===== src/rtl/mbus_pkg.sv =====
package mbus_pkg;
  typedef enum logic [1:0] {
    ST_IDLE  = 2'd0,
    ST_ADDR  = 2'd1,
    ST_ADDR2 = 2'd2,
    ST_DATA  = 2'd3
  } mbus_state_t;

  localparam int unsigned WAIT_CODE_W = 3;
  localparam int unsigned WAIT_CNT_W  = 6;

  function automatic logic [WAIT_CNT_W-1:0] wait_decode(input logic [WAIT_CODE_W-1:0] code);
    if (code < 3'd4) return WAIT_CNT_W'(code);
    return WAIT_CNT_W'(1) << (code - 3'd2);
  endfunction
endpackage


===== src/rtl/mbus_clkgen.sv =====
module mbus_clkgen #(
  parameter int unsigned DIVW = 3
) (
  input  logic            clk,
  input  logic            rst_n,
  input  logic [DIVW-1:0] div,
  input  logic            inv,
  input  logic            suspend,
  input  logic            busy,
  output logic            tick,
  output logic            bus_clk
);
  localparam int unsigned CW = (1 << DIVW) - 1;

  logic [CW-1:0] cnt;
  logic [CW:0]   one_hot;
  logic [CW:0]   mask;
  logic [CW:0]   top_bit;
  logic          raw;

  always_comb begin
    one_hot = {{CW{1'b0}}, 1'b1} << div;
    mask    = one_hot - 1'b1;
    top_bit = one_hot >> 1;
  end

  always_ff @(posedge clk or negedge rst_n) begin
    if (!rst_n) cnt <= '0;
    else        cnt <= cnt + 1'b1;
  end

  assign tick    = ((cnt & mask[CW-1:0]) == mask[CW-1:0]);
  assign raw     = ((cnt & top_bit[CW-1:0]) == '0);
  assign bus_clk = (suspend && !busy) ? inv : (raw ^ inv);

  // for div>0, ticks are never back to back
  a_r8_tick_spacing: assert property (@(posedge clk) disable iff (!rst_n)
    (tick && div != '0) |=> (!tick || div != $past(div)));

  // the bus clock is at its active level in the first core cycle of a bus cycle
  a_r9_active_at_start: assert property (@(posedge clk) disable iff (!rst_n)
    ($past(tick) && $stable(div) && !(suspend && !busy)) |-> (bus_clk != inv));
endmodule


===== src/rtl/mbus_seq.sv =====
module mbus_seq
  import mbus_pkg::*;
(
  input  logic                   clk,
  input  logic                   rst_n,
  input  logic                   tick,
  input  logic                   req_valid,
  input  logic                   req_write,
  input  logic                   cfg_addr_ext,
  input  logic [WAIT_CODE_W-1:0] cfg_wait,
  input  logic                   cfg_rdy_en,
  input  logic                   rdy,
  output logic                   req_ready,
  output logic                   accept,
  output logic                   finish,
  output logic                   done,
  output logic                   busy,
  output logic                   is_write,
  output mbus_state_t            state
);
  logic [WAIT_CNT_W-1:0] wcnt;
  logic                  stall;

  assign req_ready = (state == ST_IDLE) && tick && !done;
  assign accept    = req_valid && req_ready;
  assign stall     = cfg_rdy_en && !rdy;
  assign finish    = (state == ST_DATA) && tick && (wcnt == '0) && !stall;
  assign busy      = (state != ST_IDLE);

  always_ff @(posedge clk or negedge rst_n) begin
    if (!rst_n) begin
      state    <= ST_IDLE;
      wcnt     <= '0;
      done     <= 1'b0;
      is_write <= 1'b0;
    end else begin
      done <= 1'b0;
      unique case (state)
        ST_IDLE: if (accept) begin
          state    <= ST_ADDR;
          is_write <= req_write;
        end
        ST_ADDR: if (tick) begin
          if (cfg_addr_ext) state <= ST_ADDR2;
          else begin
            state <= ST_DATA;
            wcnt  <= wait_decode(cfg_wait);
          end
        end
        ST_ADDR2: if (tick) begin
          state <= ST_DATA;
          wcnt  <= wait_decode(cfg_wait);
        end
        ST_DATA: if (tick) begin
          if (wcnt != '0) wcnt <= wcnt - 1'b1;
          else if (!stall) begin
            state <= ST_IDLE;
            done  <= 1'b1;
          end
        end
        default: state <= ST_IDLE;
      endcase
    end
  end

  // a low ready seen after the waits keeps the data phase going
  a_r6_ready_stretch: assert property (@(posedge clk) disable iff (!rst_n)
    (state == ST_DATA && tick && wcnt == '0 && cfg_rdy_en && !rdy) |=> (state == ST_DATA));

  // wait cycles are consumed before any completion
  a_r5_wait_first: assert property (@(posedge clk) disable iff (!rst_n)
    (state == ST_DATA && wcnt != '0) |=> (state == ST_DATA));

  // nothing is accepted while an access is running
  a_r1_no_accept_busy: assert property (@(posedge clk) disable iff (!rst_n)
    (state != ST_IDLE) |-> !accept);
endmodule


===== src/rtl/mbus_datapath.sv =====
module mbus_datapath
  import mbus_pkg::*;
#(
  parameter int unsigned DW = 16
) (
  input  logic          clk,
  input  logic          rst_n,
  input  logic          accept,
  input  logic          finish,
  input  logic          is_write,
  input  mbus_state_t   state,
  input  logic [DW-1:0] req_addr,
  input  logic [DW-1:0] req_wdata,
  input  logic [DW-1:0] ad_in,
  input  logic          as_high,
  output logic [DW-1:0] ad_out,
  output logic          ad_oe,
  output logic          as_o,
  output logic          rd_n,
  output logic          wr_n,
  output logic [DW-1:0] rdata
);
  logic [DW-1:0] addr_q;
  logic [DW-1:0] wdata_q;
  logic          in_addr;
  logic          in_data;

  always_ff @(posedge clk or negedge rst_n) begin
    if (!rst_n) begin
      addr_q  <= '0;
      wdata_q <= '0;
      rdata   <= '0;
    end else begin
      if (accept) begin
        addr_q  <= req_addr;
        wdata_q <= req_wdata;
      end
      if (finish && !is_write) rdata <= ad_in;
    end
  end

  assign in_addr = (state == ST_ADDR) || (state == ST_ADDR2);
  assign in_data = (state == ST_DATA);
  assign as_o    = as_high ? in_addr : !in_addr;
  assign rd_n    = !(in_data && !is_write);
  assign wr_n    = !(in_data && is_write);
  assign ad_oe   = in_addr || (in_data && is_write);
  assign ad_out  = in_data ? wdata_q : addr_q;

  // never both data strobes
  a_r4_one_strobe: assert property (@(posedge clk) disable iff (!rst_n) rd_n || wr_n);

  // the wires are released while reading
  a_r4_read_released: assert property (@(posedge clk) disable iff (!rst_n) !rd_n |-> !ad_oe);

  // the address stays put while the strobe is active
  a_r2_addr_stable: assert property (@(posedge clk) disable iff (!rst_n)
    (in_addr && $past(in_addr)) |-> $stable(ad_out));
endmodule


===== src/rtl/mux_bus_master.sv =====
module mux_bus_master
  import mbus_pkg::*;
#(
  parameter int unsigned DW   = 16,
  parameter int unsigned DIVW = 3
) (
  input  logic                   clk,
  input  logic                   rst_n,
  input  logic                   req_valid,
  output logic                   req_ready,
  input  logic [DW-1:0]          req_addr,
  input  logic [DW-1:0]          req_wdata,
  input  logic                   req_write,
  output logic                   rsp_valid,
  output logic [DW-1:0]          rsp_rdata,
  input  logic [DIVW-1:0]        cfg_div,
  input  logic                   cfg_clk_inv,
  input  logic                   cfg_clk_suspend,
  input  logic                   cfg_as_high,
  input  logic [WAIT_CODE_W-1:0] cfg_wait,
  input  logic                   cfg_addr_ext,
  input  logic                   cfg_rdy_en,
  output logic                   bus_clk,
  output logic                   bus_as,
  output logic                   bus_rd_n,
  output logic                   bus_wr_n,
  output logic [DW-1:0]          bus_ad_out,
  output logic                   bus_ad_oe,
  input  logic [DW-1:0]          bus_ad_in,
  input  logic                   bus_rdy
);
  logic        tick;
  logic        accept;
  logic        finish;
  logic        busy;
  logic        is_write;
  mbus_state_t state;

  mbus_clkgen #(.DIVW(DIVW)) u_clk (
    .clk(clk), .rst_n(rst_n), .div(cfg_div), .inv(cfg_clk_inv),
    .suspend(cfg_clk_suspend), .busy(busy), .tick(tick), .bus_clk(bus_clk)
  );

  mbus_seq u_seq (
    .clk(clk), .rst_n(rst_n), .tick(tick), .req_valid(req_valid),
    .req_write(req_write), .cfg_addr_ext(cfg_addr_ext), .cfg_wait(cfg_wait),
    .cfg_rdy_en(cfg_rdy_en), .rdy(bus_rdy), .req_ready(req_ready),
    .accept(accept), .finish(finish), .done(rsp_valid), .busy(busy),
    .is_write(is_write), .state(state)
  );

  mbus_datapath #(.DW(DW)) u_dp (
    .clk(clk), .rst_n(rst_n), .accept(accept), .finish(finish),
    .is_write(is_write), .state(state), .req_addr(req_addr),
    .req_wdata(req_wdata), .ad_in(bus_ad_in), .as_high(cfg_as_high),
    .ad_out(bus_ad_out), .ad_oe(bus_ad_oe), .as_o(bus_as),
    .rd_n(bus_rd_n), .wr_n(bus_wr_n), .rdata(rsp_rdata)
  );

  // the completion pulse lasts one core cycle
  a_r7_single_pulse: assert property (@(posedge clk) disable iff (!rst_n)
    rsp_valid |=> !rsp_valid);

  // the bus is quiet whenever a request can be taken
  a_r1_ready_quiet: assert property (@(posedge clk) disable iff (!rst_n)
    req_ready |-> (bus_rd_n && bus_wr_n && !bus_ad_oe && bus_as != cfg_as_high));

  // the address strobe never overlaps a data strobe
  a_r2_no_overlap: assert property (@(posedge clk) disable iff (!rst_n)
    (bus_as == cfg_as_high) |-> (bus_rd_n && bus_wr_n));
endmodule


===== config.mk =====
export PLATFORM = sky130hd
export DESIGN_NAME = mux_bus_master
export DESIGN_NICKNAME = d
export VERILOG_FILES = /design/src/rtl/mbus_pkg.sv /design/src/rtl/mbus_clkgen.sv /design/src/rtl/mbus_seq.sv /design/src/rtl/mbus_datapath.sv /design/src/rtl/mux_bus_master.sv
export SDC_FILE = /design/constraint.sdc
export NUM_CORES = 1
export LEC_CHECK = 0
export ABC_AREA = 1
export BUFFER_PORTS_ARGS = -buffer_cell sky130_fd_sc_hd__buf_2
export CORE_MARGIN = 8
export CORE_UTILIZATION = 56
export CTS_BUF_LIST = sky130_fd_sc_hd__clkbuf_4
export CTS_CLUSTER_DIAMETER = 50
export DETAILED_ROUTE_END_ITERATION = 10
export GPL_TIMING_DRIVEN = 1
export PLACE_DENSITY_LB_ADDON = 0.1
export SLEW_MARGIN = 20
export SYNTH_ARGS = -nofsm -noshare
export SYNTH_HDL_FRONTEND = slang
export SYNTH_SLANG_ARGS = --single-unit

===== constraint.sdc =====
create_clock -name clk -period 4.55 [get_ports clk]
set_clock_uncertainty 0.1 [all_clocks]
set_input_delay 0.91 -clock clk [delete_from_list [all_inputs] [get_ports clk]]
set_output_delay 0.91 -clock clk [all_outputs]
set_load 0.01 [all_outputs]

# Word-level counts from Yosys, hierarchy flattened
# Cells that the tools add are included.
# W data, S select, Z words.
[op_classes]
multipliers = 0
bitwise_logic = 3
magnitude_cmp = 1
n_addsub = 4
reduce_logical = 30
div_mod_pow = 0
n_eq_ne = 12
shifts = 2
muxes = 30
[ops]
columns = ["op", "count"]
rows = [
  ["$mux W6", 8],
  ["$pmux W6 S3", 1],
  ["$mux W16", 1],
  ["$ne A2 B2 Y1 const B", 8],
  ["$and A7 B7 Y7", 2],
  ["$mux W1", 13],
  ["$mux W2", 6],
  ["$reduce_and A6 Y1", 2],
  ["$logic_and A1 B1 Y1", 11],
  ["$logic_not A1 Y1", 8],
  ["$pmux W2 S4", 1],
  ["$shl A1 B3 Y8 const A", 1],
  ["$add A7 B1 Y7 const B", 1],
  ["$eq A7 B7 Y1", 1],
  ["$logic_not A7 Y1", 1],
  ["$sub A7 B1 Y7 const B", 1],
  ["$logic_not A6 Y1", 1],
  ["$reduce_bool A6 Y1", 1],
  ["$shl A1 B3 Y6 const A", 1],
  ["$sub A6 B1 Y6 const B", 1],
  ["$eq A2 B2 Y1 const B", 2],
  ["$lt A3 B3 Y1 const B", 1],
  ["$reduce_bool A3 Y1", 1],
  ["$sub A3 B2 Y3 const B", 1],
  ["6 further kinds", 7],
]
[word_totals]
output_inout_bits = 39
n_memories = 0
in_bits = 64
latchBits = 0
mem_bits_rw = 0
word_cells = 90
rom_bits = 0
ff_bits = 65

# Longest topological paths before layout
# Gate-level depths: netlist of run 1.
[depth]
ltp_word = 10
mapped_depth = 16
depth_no_buf = 14

# Modules after synthesis
# From an unflattened synthesis of run 1, not the netlist that was laid out.
[unflattened]
hier_cells = 430
hier_area_um2 = 3440.8
[modules_own_cells]
columns = ["module", "seq_area_each_um2", "n_inst", "cells_each", "area_each_um2"]
rows = [
  ["mbus_datapath", 1201.2, 1, 246, 2114.5],
  ["mbus_seq", 250.2, 1, 121, 838.3],
  ["mbus_clkgen", 175.2, 1, 63, 488.0],
]

# Least setup slack after synthesis of run 1
# No wires, ideal clock.
[synth_timing]
kind = "input port to output port"
startpoint = "in cfg_div[1]"
endpoint = "out req_ready"
path_stages = 12
slack_ns = 1.290
t_arrival_ns = 2.250
t_required_ns = 3.540
n_path_buf = 1
cell_sequence = "buf_6 > inv_1 > nand3_1 > ha_1 > nor2_1 > nor2_1 > nand2_1 > nor2_2 > nand2_2 > nor2_4 > inv_2 > nor3_1"
[synth_between]
elab_chain_len = 6
[synth_lines]
columns = ["element", "line", "text"]
rows = [
  ["start: declaration", "mux_bus_master.sv:16", "input logic [DIVW-1:0] cfg_div,"],
  ["$shl A1 B3 Y8 *", "mbus_clkgen.sv:22", "one_hot = {{CW{1'b0}}, 1'b1} << div;"],
  ["$sub A7 B1 Y7 *", "mbus_clkgen.sv:23", "mask = one_hot - 1'b1;"],
  ["$and A7 B7 Y7", "mbus_clkgen.sv:32", "assign tick = ((cnt & mask[CW-1:0]) == mask[CW-1:0]);"],
  ["$eq A7 B7 Y1 *", "mbus_clkgen.sv:32", ""],
  ["$logic_and A1 B1 Y1 * (2 in series)", "mbus_seq.sv:24", "assign req_ready = (state == ST_IDLE) && tick && !done;"],
  ["end: declaration", "mux_bus_master.sv:10", "output logic req_ready,"],
]
# Mark *: on every way between the ends. The rest lies on a longest branch, timed or not.

# Final worst setup path of run 1
[layout_timing]
startpoint = "in cfg_div[2]"
endpoint = "out req_ready"
# Same word-level chain as after synthesis.

==> results of run 1 <==
-- cells in the mapped netlist (2+ instances only) --
master / number / area share [%]
dfrtp_1: 65 / 48
nor2_1: 14 / 1.5
nand3_1: 29 / 4.2
o21a_1: 2 / 0.44
or2_2: 3 / 0.55
o21ai_0: 9 / 1.3
a21oi_1: 5 / 0.73
nor3_1: 6 / 0.88
nand2_1: 151 / 17
xnor2_1: 4 / 1.0
o21ai_2: 3 / 0.77
buf_6: 8 / 2.6
xor2_1: 6 / 1.5
ha_1: 9 / 3.3
nand2_2: 4 / 0.73
clkbuf_1: 7 / 0.77
o21ai_1: 27 / 3.9
inv_1: 54 / 5.9
clkbuf_2: 2 / 0.29
nor2_4: 2 / 0.66
inv_2: 2 / 0.22
nand4_1: 5 / 0.91
-- stage by stage --
step	worst slack, ns	cells
6_report	1.03	610
3_3_place_gp	1.11	594
2_1_floorplan	1.29	431
5_1_grt	0.853	610
3_5_place_dp	1.05	594
4_1_cts	1.03	610
-- routing by layer --
metal	part of all wire (%)	vias up	GRT usage, %
li1	-	1551	-
met1	45	1364	23.0
met2	48	77	29.6
met3	6.5	10	5.84
met4	1.1	0	8.06
met5	0	-	0
-- cells by family after synthesis --
logic type | count (synthesis)
xor gates and xnor gates | 10
and+or+nand+nor | 219
DFF | 65
buffers and inverters | 75
AOI/OAI and AO/OA | 53
adders and majority gates | 9
-- worst min path at each step --
stage	start	endpoint	slack [ns]	depth (start not counted)
after global routing	u_dp.rdata[15]	u_dp.rdata[15]	0.40	2
final	u_clk.cnt[6]	u_clk.cnt[6]	0.37	1
after CTS	u_dp.rdata[3]	u_dp.rdata[3]	0.38	2
after detailed placement	u_dp.rdata[6]	u_dp.rdata[6]	0.35	2
after global placement	u_dp.rdata[7]	u_dp.rdata[7]	0.35	2
after floorplan	u_clk.cnt[6]	u_clk.cnt[6]	0.34	1
-- state kept, by name, indices dropped and copies added (netlist names) --
register,cells
u_dp.addr_q,16
u_seq.wcnt,6
u_seq.state,2
u_seq.is_write,1
u_dp.wdata_q,16
u_clk.cnt,7
u_dp.rdata,16
u_seq.done,1
-- area by class of cell --
type / count / area [um2] / area share (%)
flip-flops and latches: 65 / 1630 / 40.0
clock inverters: 5 / 56.3 / 1.39
multi-input cells: 291 / 1450 / 35.7
well taps: 75 / 93.8 / 2.31
clock buffers: 11 / 82.6 / 2.03
inverters: 58 / 219 / 5.39
repair buffers: 105 / 533 / 13.1
-- power by group through the flow --
stage / Combinational, mW / Sequential [mW] / Clock [mW]
after global placement: 0.765 / 0.814 / 0
after global routing: 0.886 / 0.828 / 0.425
final: 0.773 / 0.810 / 0.383
after floorplan: 0.540 / 0.800 / 0
after CTS: 0.784 / 0.809 / 0.398
after detailed placement: 0.782 / 0.818 / 0
==> metrics.md, run 1 <==
| Metric | Value |
|---|---|
| Outcome | `finished clean` |
| Max Cap Viol | `0` |
| Fin Setup TNS | `0 ns` |
| CP Cell Sequence | `buf_2, clkinv_2, nand2_2, ha_1, nand4_1, nand2_1, inv_1, nand2_1, nand2_2, nor2_4, inv_2, nor3_1, buf_2` |
| Post-synth EDFFs | `0` |
| DRC | `0` |
| Multiplexer area fraction after synthesis | `0%` |
| Fmax | `between 0.2 and 0.3 GHz` |
| Resize count post-CTS | `0` |
| Crit path capture type | `primary output` |
| Clock power frac | `around a fifth` |
| Synth async-reset ratio | `100%` |
| R2R setup slack | `roughly 1.9 ns` |
| Synth Instances | `roughly 430` |
| Initial Util | `57.8%` |
| Post-Syn Area | `3420 um2` |
| Synth Area in Compound Gates | `a little under 9%` |
| Slew Limit Fails | `0` |
| Final nets | `about 600` |
| Worst path max stage delay | `approximately 0.25 ns` |
| Ys Warns | `0` |
| Post-Synth XOR/XNOR Area | `2.56%` |
| First-pass GRT wire length | `about 13000 um` |
| Largest net degree at the start of global routing | `36` |
| Final Cell Area | `between 4000 and 5000 um2` |
| Pleak | `2.41 nW` |
| CTS HTree Levels | `3` |
| Final Hold Vio Count | `0` |
| N_diodes | `0` |
| Total internal power | `between 1 and 1.5 mW` |
| Syn Area/Cell | `~7.9 um2` |
| Worst R2R End | `u_seq.wcnt[0]` |
| Placed inst area | `around 3900 um2` |
| Util after Layout | `between 60 and 70%` |
| Port Buf Inserts | `about 100` |
| Vias in the first global route | `between 2000 and 3000` |
| Area Growth Syn to Fin | `18.7%` |
| Fillers | `541` |
| Initial drt markers | `180` |
| PD cells | `about 480 nW/um2` |
| Switch Pwr | `about 0.76 mW` |
| Core area | `between 5000 and 6000 um2` |
| Prevailing post-synth register cell | `dfrtp_1` |
| Share of cells above drive strength 1 | `a little over a quarter` |
| Crit share post-route | `around 77%` |
| Most frequent cells in the layout | `nand2_1 (151), buf_2 (102), dfrtp_1 (65), inv_1 (54), nand3_1 (29)` |
| I/O pins | `around 100` |
| Routed wire per std cell | `~13 um` |
| Setup Fix Bufs, Post-CTS | `0` |
| Rows | `28` |
| Critical path fanouts, max | `9` |
| Worst path top cell family by delay | `simple AND/OR/NAND/NOR gates` |
| Routability cong. | `0.873` |
| Final setup vio count | `0` |
| Worst-path clk slew | `approximately 0.11 ns` |
| Fraction of the mapped netlist area in simple logic gates | `about 28%` |
| Worst slew margin | `a little under half` |
| Routed vias/inst | `4.92` |
| Slowest CP cell | `ha_1` |
| CP endpoint | `req_ready` |
| Sw Share | `~39%` |
| TritonCTS clock tree | `done` |
| Clk buf depth | `2` |
| RSZ-0062 raised after global routing | `no` |
| Antenna-violating nets left | `0` |
| WP data required | `about 3.5 ns` |
| Inserted Clock Buffers | `9` |
| Cts hold-fix bufs | `0` |
| Worst reg2reg path startpoint | `u_seq.state[0]` |
| Syn nets | `approximately 500` |
| Worst Path Arrival | `2.51 ns` |
| Vias | `around 3000` |
| Overall Power | `between 1.5 and 2 mW` |
| Die extent in y | `approximately 94 um` |
| Buffer and inverter count on the worst path | `5` |
| Commonest non-fill, non-tap cell in the layout | `nand2_1` |
| Die X | `roughly 94 um` |
| Hold crit path type | `reg -> reg` |
| WHS | `approximately 0.37 ns` |
| Reg power frac | `between 40 and 50%` |
| Detailed Routing Iterations Pass 1 | `4` |
| GRT overflow | `0` |
| Critical Path Start Type | `input port` |
| Die area | `roughly 9000 um2` |
| Post-synthesis sequential area ratio | `a little under half` |
| Worst Max-Slew Pin Slew | `about 0.8 ns` |
| Comb pwr share | `between 30% and 40%` |
| CP Class | `in -> out` |
| GRT Total Usage | `between 10% and 20%` |
| R2R depth | `8` |
| Setup crit start | `cfg_div[2]` |
| CTS root buf | `clkbuf_4` |
| Crit path depth | `13` |
| Min cycle time layout | `about 3.5 ns` |
| Main combinational cell family by area after synthesis | `simple AND/OR/NAND/NOR gates` |
| Post-DP HPWL | `5790 um` |
| Total wire length | `7850 um` |
| Latest clock arrival within the worst-skew pair | `0.39 ns` |
| Peak VDD IR | `around 0.00035 V` |
| Synthesized flop and latch total | `65` |
| Adder-Cell Fraction of Synth Area | `under 10%` |
| Initial antenna violation count | `0` |
| Count of unique library cells instantiated by Yosys | `36` |
| CTS Sinks | `65` |
(Power assumes the default switching activity.)
==> inputs of run 2 (changes only) <==
ABC_AREA = 0   (was 1)
CORE_UTILIZATION = 53   (was 56)
clock period = 3.34 ns   (was 4.55 ns; I/O delays follow)
==> run 2 against run 1 <==
Routed wire length is 5.1% lower. Die area is 2.1% higher. Flip-flop and latch count stayed put. Critical path type unchanged. Largest cell class unchanged. Sequential power is 52% higher. Via count is 18% lower. Combinational power is 67% higher.
==> metrics.md, run 2 <==
| Metric | Value |
|---|---|
| Slowest CP cell | `a211oi_2` |
| Vias in the first global route | `2574 (-13%)` |
| Critical Path Start Type | `input port` |
| Initial antenna violation count | `0 (unchanged)` |
| Peak VDD IR | `0.000524 V (+48%)` |
| CTS root buf | `clkbuf_4` |
| Die X | `95.1 um (+1.0%)` |
| Share of cells above drive strength 1 | `52.6% (+26 points)` |
| Hold crit path type | `in -> async` |
| I/O pins | `103 (unchanged)` |
| Post-synth EDFFs | `0 (unchanged)` |
| Yosys top cell area share | `49.0% (+1.5 points)` |
| Sw Share | `34.8% (-4.1 points)` |
| Total wire length | `7450 um (-5.1%)` |
| Final Hold Vio Count | `0 (unchanged)` |
| Worst slew margin | `45.5% (-1.7 points)` |
| Synthesized flop and latch total | `65 (unchanged)` |
| Placed inst area | `3950 um2 (+0.64%)` |
| Max Cap Viol | `0 (unchanged)` |
| Count of unique library cells instantiated by Yosys | `48 (+33%)` |
| Most common cell in the netlist | `dfrtp_1` |
| Area leader, netlist | `dfrtp_1` |
| Slew Limit Fails | `0 (unchanged)` |
| Fmax | `between 0.3 and 0.4 GHz` |
| Largest regs | `u_dp.addr_q (16), u_dp.rdata (16), u_dp.wdata_q (16)` |
| Initial drt markers | `68 (-62%)` |
| Final nets | `454 (-25%)` |
| Routability cong. | `0.775 (-11%)` |
| Critical path fanouts, max | `13 (+4)` |
| DRC | `0 (unchanged)` |
| Clock power frac | `19.4% (about the same)` |
| Prevailing post-synth register cell | `dfrtp_1` |
| Buffer and inverter count on the worst path | `3 (-2)` |
| Synth top cells by count | `dfrtp_1 (65), mux2_2 (55), nand3_1 (14), nand2_1 (11)` |
| N_diodes | `0 (unchanged)` |
| Latest clock arrival within the worst-skew pair | `0.40 ns (about the same)` |
| PD cells | `754 nW/um2 (+56%)` |
| Min cycle time layout | `~3.3 ns` |
| Comb pwr share | `41.2% (+1.9 points)` |
| Switch Pwr | `1.08 mW (+42%)` |
| Initial Util | `53.5% (-4.3 points)` |
| Port Buf Inserts | `102 (unchanged)` |
| Inserted Clock Buffers | `9 (unchanged)` |
| Worst path max stage delay | `0.26 ns (about the same)` |
| CTS HTree Levels | `3 (unchanged)` |
| TritonCTS clock tree | `done` |
| Routed wire per std cell | `16.1 um (+25%)` |
| Total internal power | `2.04 mW (+69%)` |
| Final Cell Area | `4140 um2 (+1.9%)` |
| Syn Area/Cell | `12.4 um2 (+56%)` |
| Detailed Routing Iterations Pass 1 | `4 (unchanged)` |
| Most frequent cells in the layout | `buf_2 (102), dfrtp_1 (65), mux2_2 (55), nand3_1 (14)` |
| Post-synthesis sequential area ratio | `49.0% (+1.5 points)` |
| Top post-synthesis cells by area | `dfrtp_1 (49%), mux2_2 (19%), mux2_4 (4.5%)` |
| Reg power frac | `39.4% (-1.8 points)` |
| Area Growth Syn to Fin | `24.7%` |
| R2R depth | `10 (+2)` |
| Vias | `2447 (-18%)` |
| CTS Sinks | `65 (unchanged)` |
| Cts hold-fix bufs | `0 (unchanged)` |
| Crit-path most repeated cell | `buf_2` |
| Pleak | `2.09 nW (-13%)` |
| GRT overflow | `0 (unchanged)` |
| Die area | `9050 um2 (+2.1%)` |
| Worst-path clk slew | `0.12 ns (about the same)` |
| Worst R2R End | `u_dp.rdata[8]` |
| Post-Syn Area | `3320 um2 (-3.0%)` |
| R2R setup slack | `0.81 ns (-1.07 ns)` |
| Antenna-violating nets left | `0 (unchanged)` |
| First-pass GRT wire length | `12200 um (-8.4%)` |
| Largest net degree at the start of global routing | `66 (+83%)` |
| Crit share post-route | `between 90% and 100%` |
| WP data required | `2.57 ns (-0.97 ns)` |
| CP Class | `in -> out` |
| Layout Cells excl Fill | `463 (-24%)` |
| Die extent in y | `95.1 um (+1.0%)` |
| Final setup vio count | `0 (unchanged)` |
| Clk buf depth | `2 (unchanged)` |
| Worst Max-Slew Pin Slew | `0.817 ns (+0.0256 ns)` |
| Worst reg2reg path startpoint | `u_clk.cnt[2]` |
| Synth Instances | `268 (-38%)` |
| CP Cell Sequence | `buf_2, buf_4, nor2_1, nand2_1, ha_4, nor2b_1, a221oi_2, o21ai_1, a211oi_2, nor3b_2, buf_2` |
| Routed vias/inst | `5.29 (+7.4%)` |
| Synth async-reset ratio | `100% (unchanged)` |
| GRT Total Usage | `17.1% (-1.7 points)` |
| Post-DP HPWL | `5530 um (-4.4%)` |
| Placed Instances | `446 (-25%)` |
| Overall Power | `3.12 mW (+59%)` |
| Outcome | `finished clean` |
| Ys Warns | `0 (unchanged)` |
| Worst Path Arrival | `2.49 ns (-0.02 ns)` |
| Syn nets | `341 (-32%)` |
| Worst path top cell family by delay | `compound AO/OA/AOI/OAI gates` |
| Commonest non-fill, non-tap cell in the layout | `buf_2` |
| Crit path capture type | `primary output` |
| Core area | `6200 um2 (+4.8%)` |
| Rows | `29 (+3.6%)` |
==> run 2: changes by cell type after synthesis, sizes merged, moves of 7 or more <==
cell / previous run / this run
nor2: 18 / 11
o21ai: 39 / 12
clkbuf: 9 / 1
mux2: 0 / 66
nand3: 30 / 14
inv: 56 / 10
nand2: 156 / 11
==> run 2: power by group through the flow <==
stage / combinational, mW / sequential (mW) / clock, mW
final: 1.29 / 1.23 / 0.606
after global placement: 1.27 / 1.23 / 0
after floorplan: 0.872 / 1.21 / 0
after detailed placement: 1.29 / 1.24 / 0
after CTS: 1.30 / 1.23 / 0.619
after global routing: 1.41 / 1.27 / 0.652
==> run 2: how the worst max path moves through the flow <==
stage	to	slack, ns	cells after the start	startpoint
3_3_place_gp	u_dp.rdata[10]	0.007	12	cfg_div[2]
3_5_place_dp	u_dp.rdata[8]	-0.05	12	cfg_div[2]
2_1_floorplan	req_ready	0.02	8	cfg_div[0]
4_1_cts	req_ready	0.01	9	cfg_div[2]
5_1_grt	req_ready	-0.006	11	cfg_div[2]
6_report	req_ready	0.09	11	cfg_div[2]
==> run 2: layer usage <==
layer	routed length [um]	track usage (%)
met3	595	6.30
met4	96	5.85
met5	0	0
met2	3670	27.9
met1	3090	20.3
==> run 2: logic make-up (layout without fill, tap and decap cells) <==
logic type | after synthesis | count (layout) | share of synthesized area (%)
compound gates | 36 | 36 | 7.50
buf+inv | 22 | 140 | 4.11
simple gates | 61 | 61 | 10.0
xor+xnor | 7 | 7 | 1.85
mux | 68 | 68 | 24.1
flops | 65 | 65 | 49.0
fa+ha+maj | 9 | 9 | 3.39
==> run 2: area by class of cell <==
cell class | count | area [um2]
Inverter | 10 | 37.5
Tap cell | 77 | 96.3
Multi-Input combinational cell | 181 | 1580
Fill cell | 500 | 2060
Clock buffer | 11 | 82.6
Sequential cell | 65 | 1630
Timing Repair Buffer | 114 | 638
Clock inverter | 5 | 80.1
==> run 2: through the flow <==
stage | utilization [%] | worst slack, ns | hold WS [ns] | TNS (ns)
after floorplan | - | 0.0188 | 0.272 | 0
final | 66.7 | 0.0856 | 0.317 | 0
after global routing | 66.7 | -0.00632 | 0.360 | -0.00632
after CTS | 66.2 | 0.0111 | 0.358 | 0
after detailed placement | 63.6 | -0.0477 | 0.374 | -0.531
after global placement | 63.6 | 0.00688 | 0.364 | 0
==> run 2: timing repair <==
action / in CTS / in global routing
endpoints found under the hold margin: 0 / 0
gates resized for setup: 0 / 4
setup endpoints to repair: 0 / 1
setup buffers: 0 / 1
==> inputs of run 3 (changes only) <==
RECOVER_POWER = 100   (was default)
==> run 3 against run 2 <==
The flow now finishes with violations (capacitance limit, slew limit). Count of clock-buffer cells in the layout did not move. Core utilization fell by 0.38 points. Sequential power barely moved. Clock power barely moved. Die area did not move. First-iteration DRC count rose by 15%. Critical path depth did not move. Total power fell by 0.24%. Largest cell class unchanged. Highest routed layer unchanged.
==> metrics.md, run 3 (synthesis results as in run 2) <==
| Metric | Value |
|---|---|
| Die area | `9050 um2 (unchanged)` |
| GRT overflow | `0 (unchanged)` |
| Clk buf depth | `2 (unchanged)` |
| Placed Instances | `446 (unchanged)` |
| Inserted Clock Buffers | `9 (unchanged)` |
| First-pass GRT wire length | `12200 um (unchanged)` |
| Fin Setup TNS | `0 ns (unchanged)` |
| Final Cell Area | `4120 um2 (-0.57%)` |
| TritonCTS clock tree | `done` |
| Initial antenna violation count | `0 (unchanged)` |
| Post-DP HPWL | `5530 um (unchanged)` |
| Antenna-violating nets left | `0 (unchanged)` |
| Final Hold Vio Count | `0 (unchanged)` |
| Latest clock arrival within the worst-skew pair | `0.40 ns (about the same)` |
| Util after Layout | `66.3% (-0.38 points)` |
| Worst Max-Slew Pin Slew | `1.59 ns (+0.772 ns)` |
| Buffer and inverter count on the worst path | `3 (unchanged)` |
| Routed wire per std cell | `16.1 um (about the same)` |
| Die extent in y | `95.1 um (unchanged)` |
| R2R depth | `10 (unchanged)` |
| Slew Limit Fails | `66 (+66)` |
| Hold crit path type | `in -> reg` |
| Placed inst area | `3950 um2 (unchanged)` |
| Max Cap Viol | `1 (+1)` |
| Vias in the first global route | `2574 (unchanged)` |
| Largest net degree at the start of global routing | `66 (unchanged)` |
| Initial drt markers | `78 (+15%)` |
| CP Cell Sequence | `buf_2, buf_4, nor2_1, nand2_1, ha_4, nor2b_1, a221oi_2, o21ai_1, a211oi_2, nor3b_2, buf_2` |
| Core area | `6200 um2 (unchanged)` |
| Overall Power | `3.11 mW (-0.24%)` |
| Layout Cells excl Fill | `463 (unchanged)` |
| Total wire length | `7450 um (about the same)` |
| DRC | `0 (unchanged)` |
| Hold path depth | `2` |
| Cts hold-fix bufs | `0 (unchanged)` |
| Initial Util | `53.5% (unchanged)` |
| Final nets | `454 (unchanged)` |
| I/O pins | `103 (unchanged)` |
| PD cells | `756 nW/um2 (+0.33%)` |
| Worst R2R End | `u_dp.rdata[8]` |
| N_diodes | `0 (unchanged)` |
| WP data required | `2.57 ns (about the same)` |
| Fmax | `0.307 GHz (about the same)` |
| Routed vias/inst | `5.27 (-0.37%)` |
| Port Buf Inserts | `102 (unchanged)` |
| Outcome | `finished with violations` |
| Largest regs | `u_dp.addr_q (16), u_dp.rdata (16), u_dp.wdata_q (16)` |
| Met1 Resource Use GR | `20.3% (unchanged)` |
| Worst path top cell family by delay | `compound AO/OA/AOI/OAI gates` |
| Multi-input logic area | `1580 um2 (unchanged)` |
| Hold EP | `u_dp.wdata_q[10]` |
| Crit path depth | `11 (unchanged)` |
| Share of cells above drive strength 1 | `48.2% (-4.4 points)` |
| R2R setup slack | `0.81 ns (about the same)` |
| Met3 Usage GRT | `6.30% (unchanged)` |
| Critical Path Start Type | `input port` |
| Worst slew margin | `-5.96% (-51 points)` |
| Worst path max stage delay | `0.26 ns (about the same)` |
| Area Growth Syn to Fin | `24.0%` |
| Worst Path Arrival | `2.49 ns (about the same)` |
| CTS root buf | `clkbuf_4` |
| Worst-path clk slew | `0.12 ns (about the same)` |
| Global Route met2 Usage | `27.9% (unchanged)` |
| GRT Total Usage | `17.1% (unchanged)` |
| CTS Sinks | `65 (unchanged)` |
| Pleak | `2.01 nW (-3.6%)` |
| Slowest CP cell | `a211oi_2` |
| Violated checks | `capacitance limit, slew limit` |
| Routability cong. | `0.775 (unchanged)` |
| GRT busiest layer | `met2` |
| Detailed Routing Iterations Pass 1 | `4 (unchanged)` |
| CP Class | `in -> out` |
| Final setup vio count | `0 (unchanged)` |
| Most frequent cells in the layout | `buf_2 (85), dfrtp_1 (65), mux2_2 (55), clkbuf_1 (17), nand3_1 (14)` |
| Commonest non-fill, non-tap cell in the layout | `buf_2` |
| CTS HTree Levels | `3 (unchanged)` |
| Crit-path most repeated cell | `buf_2` |
| Peak VDD IR | `0.000523 V (-0.10%)` |
| Critical path fanouts, max | `13 (unchanged)` |
| Crit share post-route | `97.5% (about the same)` |
| Register Area | `1630 um2 (unchanged)` |
| Fillers | `505 (+1.0%)` |
| Worst reg2reg path startpoint | `u_clk.cnt[2]` |
| Crit path capture type | `primary output` |
| Die X | `95.1 um (unchanged)` |
| Worst Min Path Start | `req_wdata[10]` |
| Min cycle time layout | `3.26 ns (+0.000840 ns)` |
| Rows | `29 (unchanged)` |
| Vias | `2438 (-0.37%)` |
[run 3: metal layers]
layer  vias up  share of wire [%]
met5         -                  0
met3         7                7.5
li1       1190                  -
met4         0                1.3
met1      1181                 42
met2        60                 49
[run 3: through the flow]
stage / hold slack (ns) / setup WS, ns
global route: 0.360 / -0.00632
detailed placement: 0.374 / -0.0477
CTS: 0.358 / 0.0111
finish: 0.387 / 0.0848
global placement: 0.364 / 0.00688
floorplan: 0.272 / 0.0188
[run 3: worst max-delay path by stage]
stage	slack [ns]	start	to
2_1_floorplan	0.02	cfg_div[0]	req_ready
3_3_place_gp	0.007	cfg_div[2]	u_dp.rdata[10]
3_5_place_dp	-0.05	cfg_div[2]	u_dp.rdata[8]
4_1_cts	0.01	cfg_div[2]	req_ready
5_1_grt	-0.006	cfg_div[2]	req_ready
6_report	0.08	cfg_div[2]	req_ready
[run 3: what timing repair did]
action / in CTS / in global routing
setup endpoints to repair: 0 / 1
endpoints found under the hold margin: 0 / 0
resized for setup: 0 / 4
buffers inserted: 0 / 1
[run 3: cell type report]
class                           instances  area share (%)
Clock inverter                          5            1.95
Timing Repair Buffer                  114            14.9
Clock buffer                           11            2.01
Tap cell                               77            2.34
Inverter                               10           0.912
Sequential cell                        65            39.5
Multi-Input combinational cell        181            38.4
[run 3: report_power, final]
group          leakage (nW)  total [mW]  internal [mW]  switching, mW
clock network        0.0831       0.606          0.319          0.287
logic                  1.09        1.28          0.643          0.634
registers             0.836        1.23           1.07          0.164
[run 3: worst register-to-register path: stages (launching register included)]
cell and delay [ns]:
dfrtp_1 0.52, nor2b_1 0.10, a221oi_2 0.24, o21ai_1 0.12, a211oi_2 0.26, buf_4 0.15
buf_4 0.12, nand4_2 0.12, nor2_4 0.20, buf_12 0.17, mux2_4 0.30
